`config.mk`:
```
export PLATFORM = sky130hd
export DESIGN_NAME = hilo_divider
export DESIGN_NICKNAME = d
export VERILOG_FILES = /design/src/rtl/hilo_divider.sv
export SDC_FILE = /design/constraint.sdc
export NUM_CORES = 1
export LEC_CHECK = 0
export BUFFER_PORTS_ARGS = -buffer_cell sky130_fd_sc_hd__buf_2
export CAP_MARGIN = 5
export CORE_MARGIN = 4
export CORE_UTILIZATION = 38
export CTS_CLUSTER_SIZE = 10
export DETAILED_ROUTE_END_ITERATION = 16
export PLACE_DENSITY_LB_ADDON = 0.3
export SYNTH_ARGS = -nofsm -noshare
export SYNTH_HDL_FRONTEND = slang
export SYNTH_SLANG_ARGS = --single-unit
```
`constraint.sdc`:
```
create_clock -name clk -period 10.21 [get_ports clk]
set_input_delay 0.5105 -clock clk [delete_from_list [all_inputs] [get_ports clk]]
set_output_delay 0.5105 -clock clk [all_outputs]
set_load 0.02 [all_outputs]
```
`src/rtl/hilo_divider.sv`:
```
module hilo_divider #(
  parameter int              W         = 32,
  parameter logic [W-1:0]    RESET_VAL = 32'hDEADDEAD,
  parameter logic [5:0]      F_MFHI    = 6'h10,
  parameter logic [5:0]      F_MFLO    = 6'h12,
  parameter logic [5:0]      F_DIV     = 6'h1A,
  parameter logic [5:0]      F_DIVU    = 6'h1B
) (
  input  logic         clk,
  input  logic         rst_n,
  input  logic         req,
  input  logic [5:0]   func,
  input  logic [W-1:0] opnd_s,
  input  logic [W-1:0] opnd_t,
  output logic         busy,
  output logic         done,
  output logic         rd_valid,
  output logic [W-1:0] rd_data
);

  localparam int           CW   = $clog2(W);
  localparam logic [W-1:0] MINV = {1'b1, {(W-1){1'b0}}};
  localparam logic [W-1:0] ONES = {W{1'b1}};
  localparam logic [W-1:0] ONE  = {{(W-1){1'b0}}, 1'b1};

  logic [W-1:0]  hi_q, lo_q, rem_q, quo_q, dvs_q, rd_data_q;
  logic [CW-1:0] cnt_q;
  logic          busy_q, done_q, rd_valid_q, qneg_q, rneg_q, pend_q, psel_q;

  wire is_div   = req && (func == F_DIV || func == F_DIVU);
  wire is_rd    = req && (func == F_MFHI || func == F_MFLO);
  wire sgn      = (func == F_DIV);
  wire neg_s    = sgn && opnd_s[W-1];
  wire neg_t    = sgn && opnd_t[W-1];
  wire zero_div = (opnd_t == '0);
  wire ovf      = sgn && (opnd_s == MINV) && (opnd_t == ONES);

  wire [W-1:0] mag_s = neg_s ? -opnd_s : opnd_s;
  wire [W-1:0] mag_t = neg_t ? -opnd_t : opnd_t;
  wire [W-1:0] sp_hi = zero_div ? opnd_s : '0;
  wire [W-1:0] sp_lo = zero_div ? (neg_s ? ONE : ONES) : MINV;

  wire [W:0]   trial = {rem_q, quo_q[W-1]} - {1'b0, dvs_q};
  wire         take  = !trial[W];
  wire [W-1:0] rem_n = take ? trial[W-1:0] : {rem_q[W-2:0], quo_q[W-1]};
  wire [W-1:0] quo_n = {quo_q[W-2:0], take};
  wire [W-1:0] fin_q = qneg_q ? -quo_n : quo_n;
  wire [W-1:0] fin_r = rneg_q ? -rem_n : rem_n;
  wire         last  = busy_q && (cnt_q == CW'(W-1));
  wire         rsel  = pend_q ? psel_q : (func == F_MFHI);

  always_ff @(posedge clk) begin
    if (!rst_n) begin
      hi_q       <= RESET_VAL;
      lo_q       <= RESET_VAL;
      rem_q      <= '0;
      quo_q      <= '0;
      dvs_q      <= '0;
      rd_data_q  <= '0;
      cnt_q      <= '0;
      busy_q     <= 1'b0;
      done_q     <= 1'b0;
      rd_valid_q <= 1'b0;
      qneg_q     <= 1'b0;
      rneg_q     <= 1'b0;
      pend_q     <= 1'b0;
      psel_q     <= 1'b0;
    end else begin
      done_q     <= 1'b0;
      rd_valid_q <= 1'b0;
      if (busy_q) begin
        rem_q <= rem_n;
        quo_q <= quo_n;
        cnt_q <= cnt_q + 1'b1;
        if (is_rd && !pend_q) begin
          pend_q <= 1'b1;
          psel_q <= (func == F_MFHI);
        end
        if (last) begin
          busy_q <= 1'b0;
          hi_q   <= fin_r;
          lo_q   <= fin_q;
          done_q <= 1'b1;
          if (pend_q || is_rd) begin
            rd_valid_q <= 1'b1;
            rd_data_q  <= rsel ? fin_r : fin_q;
            pend_q     <= 1'b0;
          end
        end
      end else if (is_div) begin
        if (zero_div || ovf) begin
          hi_q   <= sp_hi;
          lo_q   <= sp_lo;
          done_q <= 1'b1;
        end else begin
          busy_q <= 1'b1;
          cnt_q  <= '0;
          rem_q  <= '0;
          quo_q  <= mag_s;
          dvs_q  <= mag_t;
          qneg_q <= neg_s ^ neg_t;
          rneg_q <= neg_s;
        end
      end else if (is_rd) begin
        rd_valid_q <= 1'b1;
        rd_data_q  <= (func == F_MFHI) ? hi_q : lo_q;
      end
    end
  end

  assign busy     = busy_q;
  assign done     = done_q;
  assign rd_valid = rd_valid_q;
  assign rd_data  = rd_data_q;


  done_pulse_chk: assert property (@(posedge clk) disable iff (!rst_n)
    done_q |=> !done_q);


  busy_done_excl_chk: assert property (@(posedge clk) disable iff (!rst_n)
    !(busy_q && done_q));


  busy_fall_done_chk: assert property (@(posedge clk) disable iff (!rst_n)
    $fell(busy_q) |-> done_q);


  hilo_stable_chk: assert property (@(posedge clk) disable iff (!rst_n)
    !done_q |-> ($stable(hi_q) && $stable(lo_q)));


  rd_not_busy_chk: assert property (@(posedge clk) disable iff (!rst_n)
    rd_valid_q |-> !busy_q);

endmodule

```
==> flow_summary_export.csv <==
group,metric,value,unit
setup_path,r2r_slack,4.45,ns
yosys,yosys_warnings,0,
clock_network,cts_buffer_depth,3,
cells_and_area,area_growth,10.9,%
cells_and_area,drive_above_1_share,10.3,%
power_and_ir_drop,comb_power_share,22.4,%
yosys,synth_most_common_cell,"nor2_1",
sta,rsz0062_at_grt,"no",
yosys,synth_ff_type,"dfxtp_1",
clock_network,ctsResizeCount,0,
clock_network,clkSinkCount,204,
routing,vias,15100,
clock_network,ctsHoldBuffers,0,
routing,avgRoutedWirePerCell,21.3,um
cells_and_area,final_nets,2112,
setup_path,cpLargestDelayFamily,"compound AO/OA/AOI/OAI gates",
clock_network,cts_tree,"done",
floorplan,dieArea,40900,um2
yosys,synth_seq_cells,204,
setup_path,cp-endpoint,"rd_data[30]$_SDFFE_PN0P_",
yosys,synth_area_leaders,"dfxtp_1 29%, nor2_1 7.5%, a21oi_1 7.2%, nand2_1 5.1%, o21ai_0 5.1%",
power_and_ir_drop,sw_frac_of_total,32.1,%
yosys,netlist_area,14300,um2
setup_path,critPathArrivalTime,6.19,ns
setup_path,cp-start-kind,"flip-flop",
power_and_ir_drop,internal_power,0.00146,W
power_and_ir_drop,p_clk_share,39.9,%
cells_and_area,antennaDiodeCount,0,
sta,fin_skew,0.0182,ns
setup_path,cp-end-kind,"flip-flop",
setup_path,crit_cells,21,
floorplan,coreArea,36900,um2
routing,drcViolationCount,0,
power_and_ir_drop,leakagePower,6.08,nW
yosys,seq_area_frac_synth,28.5,%
routing,viasPerCell,6.02,
global_route,antenna_found_initial,1,
yosys,syn_nets,2091,
floorplan,num_io_pins,108,
global_route,grt_max_degree,86,
global_route,overflow,0,
clock_network,cts_buffers,25,
sta,worst_hold_slack,0.298,ns
yosys,netlist_instances,1978,
sta,worst_slack,4.45,ns
sta,final_max_slew_viol_count,0,
power_and_ir_drop,p_per_area,135,nW/um2
sta,fin_crit,5.76,ns
yosys,async_flop_share,0,%
sta,slew_headroom,30.6,%
setup_path,cp_cell_sequence,"inv_1 > ha_1 > inv_1 > fa_1 > a211oi_1 > o211ai_2 > nand4_2 > a2111oi_4 > nor3_2 > nor2_4 > inv_4 > o21ai_0 > inv_1 > ha_1 > nand2_1 > mux2_2 > a21oi_1 > nand4b_1 > mux2i_1 > nand3_1 > a32o_1",
setup_path,max_stage_delay,0.78,ns
setup_path,slowest_stage,"nor3_2",
setup_path,reg2reg_depth,21,
worst_hold_path,hp-class,"in2reg",
sta,setup_tns,0,ns
placed_design,place_ws,4.63,ns
floorplan,start_util,38.9,%
placed_design,portBuffers,107,
sta,finalSetupViolations,0,
setup_path,crit_fanout,44,
floorplan,rows,70,
power_and_ir_drop,seqPwrFrac,37.6,%
yosys,synth_largest_area_cell,"dfxtp_1",
yosys,synth_commonest_cells,"286 x nor2_1, 206 x a21oi_1, 204 x dfxtp_1, 196 x nand2_1, 145 x o21ai_0",
placed_design,place.gp.congestion,0.936,
global_route,grt_use_total,25.0,%
yosys,synth_edf_count,0,
setup_path,critPathLaunch,"quo_q[31]$_SDFFE_PN0P_",
sta,timing.final.crit_share,56.4,%
global_route,grt_busiest_layer,"met2",
run_status,status,"finished, final reports clean",
placed_design,dp_hpwl,38800,um
routing,antenna_left,0,
clock_network,path_clk_slew,0.06,ns
clock_network,htree_levels,1,
yosys,syn_area_per_cell,7.24,um2
floorplan,chipWidth,202,um
cells_and_area,final_core_util,43.1,%
routing,dr.first_iter.drc_count,1588,
setup_path,cp_common_cell,"inv_1",
clock_network,insertion_delay,0.55,ns
sta,fmax,174,MHz
global_route,use_met2,40.9,%
clock_network,cts_setup_buffers,0,
routing,first_pass_iters,6,
setup_path,timing.rr.end,"rd_data[30]$_SDFFE_PN0P_",
setup_path,critPathRequiredTime,10.64,ns
setup_path,critical_path_class,"reg2reg",
power_and_ir_drop,ir_worst_vdd,0.131,mV
floorplan,die_h,202,um
yosys,ys_types,85,
power_and_ir_drop,switchingPower,0.000690,W
yosys,synth.top_cell.area_share,28.5,%
setup_path,timing.rr.start,"quo_q[31]$_SDFFE_PN0P_",
global_route,use_met1,33.8,%
global_route,grt_pass1_wl,83000,um
worst_hold_path,hp-start,"opnd_s[29]",
sta,final_hold_viol_count,0,
run,cap_violations,0,
clock_network,clockRootBuffer,"clkbuf_16",
routing,drt_wl_total,53400,um
global_route,grt_pass1_vias,14100,
setup_path,cp_num_buf_inv,4,
sta,tightest_slew,1.04,ns
global_route,use_met3,5.44,%
area by class of cell:
cell class	instances	area [um2]
Tap cell	504	631
Clock inverter	2	50.0
Clock buffer	33	706
Inverter	63	241
Fill cell	3844	21000
Sequential cell	204	4090
Timing Repair Buffer	130	708
Multi-Input combinational cell	1575	9470
sequential cells by signal, summed over array words and instances, names as in the netlist:
register  flops
rem_q        32
cnt_q         5
dvs_q        32
qneg_q        1
psel_q        1
rneg_q        1
rd_data      32
quo_q        32
hi_q         32
pend_q        1
busy          1
done          1
rd_valid      1
lo_q         32
kinds of logic after synthesis:
| logic type | after synthesis | synth area share, % |
|---|---|---|
| AO/OA/AOI/OAI | 639 | 28.4 |
| XOR/XNOR | 129 | 7.89 |
| adder cells (fa/ha/maj) | 40 | 3.55 |
| buffers and inverters | 199 | 5.66 |
| flip-flops | 204 | 28.5 |
| multiplexers | 39 | 2.81 |
| AND/OR/NAND/NOR | 728 | 23.2 |
layer usage:
| metal | part of all wire [%] | wire [um] |
|---|---|---|
| met1 | 43 | 22800 |
| met2 | 45 | 24200 |
| met3 | 9.4 | 5010 |
| met4 | 2.7 | 1460 |
| met5 | 0 | 0 |
worst min path at each step:
stage	endpoint	slack [ns]	depth (start not counted)
floorplan	hi_q[28]$_SDFFE_PN1P_	0.44	2
global placement	rd_data[1]$_SDFFE_PN0P_	0.45	2
detailed placement	rd_data[0]$_SDFFE_PN0P_	0.45	2
CTS	hi_q[29]$_SDFFE_PN0P_	0.29	3
global route	hi_q[21]$_SDFFE_PN1P_	0.30	3
finish	hi_q[29]$_SDFFE_PN0P_	0.30	3
cells in the final DEF (no fill, tap or decap), types with 30 or more instances in the layout:
cell | synthesis | final
a211oi_1 | 52 | 52
a21oi_1 | 206 | 206
a22oi_1 | 31 | 31
buf_2 | 15 | 107
dfxtp_1 | 204 | 203
ha_1 | 39 | 39
inv_1 | 60 | 59
mux2i_1 | 32 | 32
nand2_1 | 196 | 195
nand3_1 | 48 | 48
nor2_1 | 286 | 285
nor3_1 | 42 | 40
o211ai_1 | 30 | 30
o21ai_0 | 145 | 144
or3_1 | 30 | 30
xnor2_1 | 54 | 54
xor2_1 | 75 | 75
worst reg2reg max path, stage by stage (launching register included):
cell and delay (ns):
dfxtp_1 0.33, inv_1 0.09, ha_1 0.17, inv_1 0.06, fa_1 0.44, a211oi_1 0.35
o211ai_2 0.23, nand4_2 0.23, a2111oi_4 0.10, nor3_2 0.78, nor2_4 0.07, inv_4 0.38
o21ai_0 0.36, inv_1 0.14, ha_1 0.21, nand2_1 0.09, mux2_2 0.32, a21oi_1 0.43
nand4b_1 0.24, mux2i_1 0.23, nand3_1 0.10, a32o_1 0.29
power by group through the flow:
| stage | sequential, W | combinational, W | clock (W) |
|---|---|---|---|
| 2_1_floorplan | 0.000825 | 0.000327 | 0 |
| 3_3_place_gp | 0.000826 | 0.000468 | 0 |
| 3_5_place_dp | 0.000826 | 0.000470 | 0 |
| 4_1_cts | 0.000808 | 0.000472 | 0.000870 |
| 5_1_grt | 0.000809 | 0.000521 | 0.000900 |
| 6_report | 0.000809 | 0.000482 | 0.000857 |
metrics by stage:
stage	total power, W	instances	cell area, um2
after CTS	0.00215	2511	15900
after floorplan	0.00115	1978	14300
final	0.00215	2511	15900
after detailed placement	0.00130	2476	15100
after global routing	0.00223	2511	15900
after global placement	0.00129	2476	15100
No activity file was read; power rests on OpenSTA's default activity.
